$ cat config.mk
export PLATFORM = sky130hd
export DESIGN_NAME = blk_xlat_encoder
export DESIGN_NICKNAME = d
export VERILOG_FILES = /design/src/rtl/blk_xlat_pkg.sv /design/src/rtl/blk_xlat_size_decode.sv /design/src/rtl/blk_xlat_word_pack.sv /design/src/rtl/blk_xlat_bank.sv /design/src/rtl/blk_xlat_encoder.sv
export SDC_FILE = /design/constraint.sdc
export NUM_CORES = 1
export LEC_CHECK = 0
export BUFFER_PORTS_ARGS = -buffer_cell sky130_fd_sc_hd__buf_2
export CAP_MARGIN = 40
export CORE_MARGIN = 3
export CORE_UTILIZATION = 60
export CTS_BUF_LIST = sky130_fd_sc_hd__clkbuf_8
export CTS_CLUSTER_SIZE = 10
export DETAILED_ROUTE_END_ITERATION = 6
export PLACE_DENSITY = 0.83
export SLEW_MARGIN = 5
export SYNTH_ARGS = -nofsm -noshare
export SYNTH_HDL_FRONTEND = slang
export SYNTH_SLANG_ARGS = --single-unit
export TNS_END_PERCENT = 10
$ cat constraint.sdc
create_clock -name clk -period 16.1 [get_ports clk]
set_clock_uncertainty 0.2 [all_clocks]
set_input_delay 4.83 -clock clk [delete_from_list [all_inputs] [get_ports clk]]
set_output_delay 4.83 -clock clk [all_outputs]
set_load 0.02 [all_outputs]
$ cat src/rtl/blk_xlat_pkg.sv
package blk_xlat_pkg;
  // Bank selector used on the readback port
  typedef enum logic {
    SIDE_DATA  = 1'b0,
    SIDE_INSTR = 1'b1
  } xlat_side_e;

  localparam int XLAT_ADDR_W   = 32;
  localparam int XLAT_MIN_LOG2 = 17;  // smallest region: 128 KB
  localparam int XLAT_LEN_W    = 11;  // length mask width, largest region 256 MB
  localparam int XLAT_PROT_W   = 2;
  localparam int XLAT_SLOTS    = 4;
  localparam int XLAT_LEN_LSB  = 2;   // bit position of the length mask in the upper word
endpackage

$ cat src/rtl/blk_xlat_size_decode.sv
module blk_xlat_size_decode #(
  parameter int ADDR_W   = 32,
  parameter int MIN_LOG2 = 17,
  parameter int LEN_W    = 11
) (
  input  logic [ADDR_W-1:0] size,
  output logic              size_ok,
  output logic [LEN_W-1:0]  len_mask,
  output logic [ADDR_W-1:0] keep_mask
);
  localparam int LG_W = $clog2(ADDR_W);
  localparam logic [LG_W-1:0] LG_MIN = LG_W'(MIN_LOG2);
  localparam logic [LG_W-1:0] LG_MAX = LG_W'(MIN_LOG2 + LEN_W);

  logic            is_pow2;
  logic [LG_W-1:0] lg;
  logic [LG_W-1:0] steps;

  // Exactly one bit set means a power of two
  always_comb begin
    is_pow2 = (size != '0) && ((size & (size - ADDR_W'(1))) == '0);
  end

  // Position of the highest set bit
  always_comb begin
    lg = '0;
    for (int i = 0; i < ADDR_W; i++) begin
      if (size[i]) lg = LG_W'(i);
    end
  end

  always_comb begin
    size_ok = is_pow2 && (lg >= LG_MIN) && (lg <= LG_MAX);
    steps   = lg - LG_MIN;
  end

  // Thermometer mask: one set bit per doubling above the minimum
  generate
    for (genvar j = 0; j < LEN_W; j++) begin : g_len
      assign len_mask[j] = size_ok && (LG_W'(j) < steps);
    end
  endgenerate

  // Clears the base bits that fall inside the region
  always_comb begin
    keep_mask = ~(size - ADDR_W'(1));
  end
endmodule

$ cat src/rtl/blk_xlat_word_pack.sv
module blk_xlat_word_pack #(
  parameter int ADDR_W  = 32,
  parameter int LEN_W   = 11,
  parameter int PROT_W  = 2,
  parameter int LEN_LSB = 2
) (
  input  logic [ADDR_W-1:0] vbase,
  input  logic [ADDR_W-1:0] pbase,
  input  logic [ADDR_W-1:0] keep_mask,
  input  logic [LEN_W-1:0]  len_mask,
  input  logic              sv,
  input  logic              uv,
  input  logic [PROT_W-1:0] prot,
  output logic [ADDR_W-1:0] upper,
  output logic [ADDR_W-1:0] lower
);
  logic [ADDR_W-1:0] len_field;
  logic [ADDR_W-1:0] flag_field;
  logic [ADDR_W-1:0] prot_field;

  always_comb begin
    len_field  = ADDR_W'(len_mask) << LEN_LSB;
    flag_field = ADDR_W'({sv, uv});
    prot_field = ADDR_W'(prot);
    upper = (vbase & keep_mask) | len_field | flag_field;
    // cache-mode bits stay zero
    lower = (pbase & keep_mask) | prot_field;
  end
endmodule

$ cat src/rtl/blk_xlat_bank.sv
module blk_xlat_bank #(
  parameter int DEPTH = 4,
  parameter int WIDTH = 64,
  localparam int IDX_W = (DEPTH > 1) ? $clog2(DEPTH) : 1
) (
  input  logic             clk,
  input  logic             we,
  input  logic [IDX_W-1:0] waddr,
  input  logic [WIDTH-1:0] wdata,
  input  logic             re,
  input  logic [IDX_W-1:0] raddr,
  output logic [WIDTH-1:0] rdata
);
  logic [WIDTH-1:0] mem [DEPTH];

  // Read-first simple dual-port memory, no reset, suitable for block RAM
  always_ff @(posedge clk) begin
    if (we) mem[waddr] <= wdata;
    if (re) rdata <= mem[raddr];
  end
endmodule

$ cat src/rtl/blk_xlat_encoder.sv
module blk_xlat_encoder
  import blk_xlat_pkg::*;
#(
  parameter int ADDR_W   = XLAT_ADDR_W,
  parameter int MIN_LOG2 = XLAT_MIN_LOG2,
  parameter int LEN_W    = XLAT_LEN_W,
  parameter int PROT_W   = XLAT_PROT_W,
  parameter int SLOTS    = XLAT_SLOTS,
  localparam int IDX_W   = (SLOTS > 1) ? $clog2(SLOTS) : 1
) (
  input  logic              clk,
  input  logic              rst,
  input  logic              req_valid,
  input  logic [IDX_W-1:0]  req_idx,
  input  logic [ADDR_W-1:0] req_vbase,
  input  logic [ADDR_W-1:0] req_pbase,
  input  logic [ADDR_W-1:0] req_size,
  input  logic              req_sv,
  input  logic              req_uv,
  input  logic [PROT_W-1:0] req_prot,
  output logic              done,
  output logic              err,
  input  logic              rd_en,
  input  logic [IDX_W-1:0]  rd_idx,
  input  logic              rd_side,
  output logic              rd_valid,
  output logic [ADDR_W-1:0] rd_upper,
  output logic [ADDR_W-1:0] rd_lower
);
  localparam int PAIR_W = 2 * ADDR_W;
  localparam int SIDES  = 2;

  logic              size_ok;
  logic [LEN_W-1:0]  len_mask;
  logic [ADDR_W-1:0] keep_mask;
  logic [ADDR_W-1:0] up_word;
  logic [ADDR_W-1:0] lo_word;
  logic              wr_go;
  logic              done_q;
  logic              err_q;
  logic              rvalid_q;
  xlat_side_e        rside_q;
  logic [PAIR_W-1:0] bank_rd [SIDES];
  logic [PAIR_W-1:0] sel_pair;

  blk_xlat_size_decode #(
    .ADDR_W(ADDR_W), .MIN_LOG2(MIN_LOG2), .LEN_W(LEN_W)
  ) u_dec (
    .size(req_size), .size_ok(size_ok), .len_mask(len_mask), .keep_mask(keep_mask)
  );

  blk_xlat_word_pack #(
    .ADDR_W(ADDR_W), .LEN_W(LEN_W), .PROT_W(PROT_W), .LEN_LSB(XLAT_LEN_LSB)
  ) u_pack (
    .vbase(req_vbase), .pbase(req_pbase), .keep_mask(keep_mask), .len_mask(len_mask),
    .sv(req_sv), .uv(req_uv), .prot(req_prot), .upper(up_word), .lower(lo_word)
  );

  assign wr_go = req_valid && size_ok;

  // One bank per side, both written with the same pair
  generate
    for (genvar s = 0; s < SIDES; s++) begin : g_side
      blk_xlat_bank #(.DEPTH(SLOTS), .WIDTH(PAIR_W)) u_bank (
        .clk(clk), .we(wr_go), .waddr(req_idx), .wdata({up_word, lo_word}),
        .re(rd_en), .raddr(rd_idx), .rdata(bank_rd[s])
      );
    end
  endgenerate

  always_ff @(posedge clk) begin
    if (rst) begin
      done_q   <= 1'b0;
      err_q    <= 1'b0;
      rvalid_q <= 1'b0;
      rside_q  <= SIDE_DATA;
    end else begin
      done_q   <= wr_go;
      err_q    <= req_valid && !size_ok;
      rvalid_q <= rd_en;
      if (rd_en) rside_q <= xlat_side_e'(rd_side);
    end
  end

  always_comb begin
    sel_pair = (rside_q == SIDE_INSTR) ? bank_rd[1] : bank_rd[0];
  end

  assign done     = done_q;
  assign err      = err_q;
  assign rd_valid = rvalid_q;
  assign rd_upper = sel_pair[PAIR_W-1:ADDR_W];
  assign rd_lower = sel_pair[ADDR_W-1:0];
endmodule

---- Word level (Yosys, flattened, before mapping) ----
Memories as Yosys holds them, arrays and structs flattened. A register that Yosys moved wholly into a read port is not among the register bits.
Cells that the tools add are included.
cells by class
  add/sub/neg operators ................... 2
  $lt $le $gt $ge ......................... 13
  muxes and demuxes ....................... 34
  bitwise logic cells ..................... 7
  reduce and logical (&&, ||, !) cells .... 19
operators with widths
  kind                                                      count
  bitwise AND 32 bit                                        3
  2-to-1 mux 5 bit                                          16
  2-to-1 mux 64 bit                                         1
  bitwise OR 32 x 2 -> 32 bit                               2
  zero test 32 bit                                          1
  2-to-1 mux 4 bit                                          8
  inverter 32 bit                                           1
  bitwise OR 32 x 13 -> 32 bit                              1
  nonzero test 32 bit                                       1
  subtractor 32 x 1 -> 32 bit, second input constant        1
  < comparator 3 x 5 -> 1 bit, first input constant         4
  logical AND 1 bit                                         16
  < comparator 4 x 5 -> 1 bit, first input constant         3
  2-to-1 mux 3 bit                                          4
  < comparator 1 x 5 -> 1 bit, first input constant         2
  < comparator 2 x 5 -> 1 bit, first input constant         2
  greater-or-equal comparator 5 bit, second input constant  1
  <= comparator 5 bit, second input constant                1
  subtractor 5 bit, second input constant                   1
  2-to-1 mux 2 bit                                          2
  2-to-1 mux 1 bit                                          3
  zero test 1 bit                                           1
word-level totals
  register bits ........................... 4
  bits in writable memories ............... 512
  bits of input ports ..................... 109
  logic and storage cells ................. 81
  memories kept ........................... 2
memories
  memory                words  width  read ports  clocked after memory_dff  wr ports  RTL line             RTL
  g_side[0].u_bank.mem  4      64     1           1                         1         blk_xlat_bank.sv:14  logic [WIDTH-1:0] mem [DEPTH];
  g_side[1].u_bank.mem  4      64     1           1                         1         blk_xlat_bank.sv:14

---- Depth between registers and ports, before layout ----
  depth in word-level cells ............... 37
  mapped depth ............................ 15
  depth with buffers taken out ............ 14

---- Hierarchy ----
A second synthesis with hierarchy kept.
second synthesis, totals
  cells, all modules ...................... 1138
  area total of the unflattened synthesis .. 25416.9 um^2
modules (own cells, without submodules)
  module                instances  cells an instance  area an instance (um^2)  seq. area each (um^2)
  blk_xlat_bank         2          402                11263.3                  9609.2
  blk_xlat_size_decode  1          189                1371.3                   0.0
  blk_xlat_encoder      1          81                 1099.8                   80.1
  blk_xlat_word_pack    1          64                 419.2                    0.0

---- Least setup slack after synthesis ----
No wires, ideal clock.
  path type ............................... input to register
  start ................................... input port req_size[2]
  end ..................................... memory g_side[1].u_bank.mem[0][0], enable pin
  arrival time ............................ 14392 ps
  setup slack ............................. 857 ps
  stages on the path ...................... 13
  buffers on the path ..................... 1
  path through ............................ or3_4 or3_4 or3_4 or3_4 or3_4 or4b_1 ha_1 nor4_1 nand4_1 a2111oi_0 o41ai_1 clkbuf_1 nor4_1
on the way
  longest elaborated chain between the ends .. 36
  elaborated cells on any way between the ends .. 42
  classes of those cells .................. add/sub: 1; order compare: 2; mux: 32; bitwise: 1; reduce/logical: 6
ends and longest elaborated chain
  item                                        RTL line                    RTL
  from (decl)                                 blk_xlat_encoder.sv:17      input logic [ADDR_W-1:0] req_size,
  2-to-1 mux 2 bit (2 in series)              blk_xlat_size_decode.sv:28  if (size[i]) lg = LG_W'(i);
  2-to-1 mux 3 bit (4 in series)              blk_xlat_size_decode.sv:28
  2-to-1 mux 4 bit (8 in series)              blk_xlat_size_decode.sv:28
  2-to-1 mux 5 bit (16 in series)             blk_xlat_size_decode.sv:28
  greater-or-equal comparator 5 bit           blk_xlat_size_decode.sv:33  size_ok = is_pow2 && (lg >= LG_MIN) && (lg <= LG_MAX);
  logical AND 1 bit                           blk_xlat_size_decode.sv:33
  logical AND 1 bit (*)                       blk_xlat_size_decode.sv:33
  logical AND 1 bit (*)                       blk_xlat_encoder.sv:59      assign wr_go = req_valid && size_ok;
  2-to-1 mux 1 bit (*)                        blk_xlat_bank.sv:18         if (we) mem[waddr] <= wdata;
  2-to-1 mux 1 bit (implied by the code) (*)  blk_xlat_bank.sv:18
  to (decl)                                   blk_xlat_bank.sv:14
Every way passes the cells marked *; elsewhere a longest branch is shown, timed or not.

---- Worst setup path after layout ----
  start ................................... input port req_size[11]
  end ..................................... memory g_side[1].u_bank.mem[3][53], enable pin
on the way
  longest elaborated chain between the ends .. 27
  elaborated cells on any way between the ends .. 33
  classes of those cells .................. add/sub: 1; order compare: 2; mux: 23; bitwise: 1; reduce/logical: 6
ends and longest elaborated chain
  item                                        RTL line
  2-to-1 mux 4 bit (5 in series)              blk_xlat_size_decode.sv:28
  2-to-1 mux 5 bit (16 in series)             blk_xlat_size_decode.sv:28
  greater-or-equal comparator 5 bit           blk_xlat_size_decode.sv:33
  logical AND 1 bit                           blk_xlat_size_decode.sv:33
  logical AND 1 bit (*)                       blk_xlat_size_decode.sv:33
  logical AND 1 bit (*)                       blk_xlat_encoder.sv:59
  2-to-1 mux 1 bit (*)                        blk_xlat_bank.sv:18
  2-to-1 mux 1 bit (implied by the code) (*)  blk_xlat_bank.sv:18
Marked as above.

==> impl_results.md <==
* Starting Density at 61.4%
* Reg-to-Reg End: g_side[0].u_bank.rdata[0]
* Clk pin slew, worst setup/hold paths at 60 ps
* Die W at 153 µm
* Cell Rows at 53
* RSZ-0062 raised after global routing: false
* Slew Viols, Final at 0
* CTS tree: built
* Ys async rst share at 0%
* Type of origin of the critical path: input port
* IO buf count at 174
* Most frequent cells in the layout: 320 x edfxtp_1, 173 x buf_2, 64 x mux4_2
* R2R setup slack at 14,760 ps
* Syn avg cell area at 19.6 µm²
* Sequential area share after synthesis at 74.6%
* DR vias at 7,201
* Critical Path Fanout Max at 38
* Post-CTS Resized at 0
* DR WL/cell at 23.1 µm
* HPWL Detailed at 18.4 mm
* Post-route setup TNS at 0 ps
* Post CTS Setup Buffer Count at 0
* Nets at 1,026
* WHS Endpoint: g_side[0].u_bank.rdata[55]
* Sink Count at 323
* Die Height at 153 µm
* Clk root buf: clkbuf_8
* First-pass GRT wire length at 42.4 mm
* Final Cycle Share at 62.3%
* Ys Warns at 0
* Iter 0 DRT Violations at 674
* Worst vdd ir at 0.0832 mV
* Worst hold path class: flip-flop to flip-flop
* Via count of the first global-routing pass at 7,555
* Final setup vio count at 0
* Share of cells above drive strength 1 at 35.3%
* Hold buffer count at CTS at 0
* Data required, critical path at 16,130 ps
* Pin count of the biggest net entering global routing at 42
* CP max stage cell: a2111oi_0
* Worst hold start: g_side[1].u_bank.mem[2][55]
* Post-Syn Area at 0.0130 mm²
* Drt drc at 0
* Tmin final at 10,030 ps
* Pleak at 4.97 nW
* Maxcap violations at 0
* Initial antenna violation count at 8
* Die area at 0.0234 mm²
* Gr usage total at 23.7%
* CP cell instances: buf_2 -> or4_1 -> nor3_1 -> nand4_1 -> nor4_1 -> nand2_1 -> or2_2 -> or3_1 -> ha_1 -> nor4_1 -> nand4_1 -> a2111oi_0 -> o41ai_2 -> buf_2 -> nor2_1 -> and3_4 -> buf_16
* Fin. Hold Viols at 0
* GR Overflow Total at 0
* Setup Crit Path Kind: input port to flip-flop
* Crit path DAT at 10,060 ps
* Critical Path Sink Type: flip-flop
* Mapped Cells at 661
* Reg area at 0.00967 mm²
* Synth Net Count at 805
* First-pass iteration count of the detailed router at 6
* Clk Latency, worst-skew pair at 560 ps
* Worst hold stages at 1
* Clk buf depth at 3
* R2R depth at 1
* Synth cell types at 46
* RD Place Congestion at 0.899
* Final Util at 72.2%
* Multi-input logic area at 0.00322 mm²
* I/O pin total at 176
* Fill cell count at 1,299
* Worst-Margin Slew at 871 ps
* Pwr Density at 109 mW/mm²
* Outcome: finished clean
* Flop and latch count out of synthesis at 323
* Detailed Route WL at 27.6 mm
* Reg2Reg Launch Point: g_side[1].u_bank.mem[3][0]
* Area growth from synthesis to layout at 17.6%
* TritonCTS buffer count at 49
* Vias per inst at 6.02
* Top FF cell, synth: edfxtp_1
* Relative slew slack at 40.4%
* CP max stage delay at 770 ps
* Placeable Area at 0.0211 mm²
* Most common cell after layout, fill and taps aside: edfxtp_1
* H-tree depth at 2
* Fmax at 99.7 MHz
* EDFF count, synth at 320
* Post-DRT Antenna Nets at 0
## cells in the mapped netlist (all sizes together), types with 3 or more instances
library cell	n	share of area [%]
edfxtp	320	74
mux4	64	11
and2	51	2.5
ha	35	3.4
nand2	20	0.58
nor2	20	0.58
nor4	17	0.82
or3	16	0.98
inv	12	0.35
clkbuf	9	0.26
a21oi	8	0.31
nor3	8	0.31
o21ai	7	0.27
buf	6	0.17
o211ai	6	0.35
a21o	5	0.29
nand3	5	0.19
nand4	5	0.24
nor2b	5	0.24
a221o	4	0.31
and3	4	0.19
or4	4	0.23
dfxtp	3	0.46
o21bai	3	0.17
## routing by layer
layer / vias up / share of wire [%] / global-route usage (%)
li1: 3183 / - / -
met1: 3608 / 39 / 32.3
met2: 340 / 50 / 38.4
met3: 68 / 8.3 / 5.27
met4: 2 / 2.9 / 8.44
met5: - / 0.025 / 0
## worst max path at each step
stage,start,endpoint,cells past startpoint
global route,req_size[11],g_side[1].u_bank.mem[1][21],17
detailed placement,req_size[11],g_side[1].u_bank.mem[1][22],17
finish,req_size[11],g_side[1].u_bank.mem[3][53],17
CTS,req_size[11],g_side[1].u_bank.mem[1][20],17
floorplan,req_size[2],g_side[1].u_bank.mem[0][0],13
global placement,req_size[11],g_side[1].u_bank.mem[1][21],15
## critical path, delay by kind of cell
family | cells | cell delay (ps)
AO/OA/AOI/OAI | 2 | 960
AND/OR/NAND/NOR | 11 | 3340
adder cells (fa/ha/maj) | 1 | 210
buffers and inverters | 3 | 700
## cells by family after synthesis
group	after synthesis	share of synthesized area, %
buf+inv	27	0.782
simple gates	163	7.32
xor+xnor	1	0.0676
fa+ha+maj	35	3.38
flops	323	74.6
mux	64	11.1
compound gates	48	2.69
## where the power goes
group,internal (W),switching [W]
clock,0.000330,0.000290
sequential,0.000934,0.00000240
combinational,0.0000402,0.0000604
total,0.00130,0.000352
## flip-flops by register name, indices dropped and copies added (netlist names)
register / flops
done: 1
err: 1
rd_valid: 1
g_side.u_bank.rdata: 64
g_side.u_bank.mem: 256
## metrics by stage
step	cell area, µm²	setup slack [ps]	total power, W	hold WS [ps]	instances
2_1_floorplan	13000	857	0.00101	409	661
3_3_place_gp	14200	5500	0.00105	410	1100
3_5_place_dp	14300	5590	0.00105	417	1106
4_1_cts	15200	6160	0.00167	431	1187
5_1_grt	15200	5710	0.00171	440	1194
6_report	15200	6070	0.00166	424	1197
## final cells by class
type	instances	area share [%]
diodes	10	0.164
well taps	275	2.26
inverters	12	0.296
clock buffers	49	4.43
repair buffers	185	6.88
multi-input cells	311	21.1
flip-flops and latches	323	63.5
clock inverters	32	1.40
Note: power is estimated with default switching activity, not from simulation.
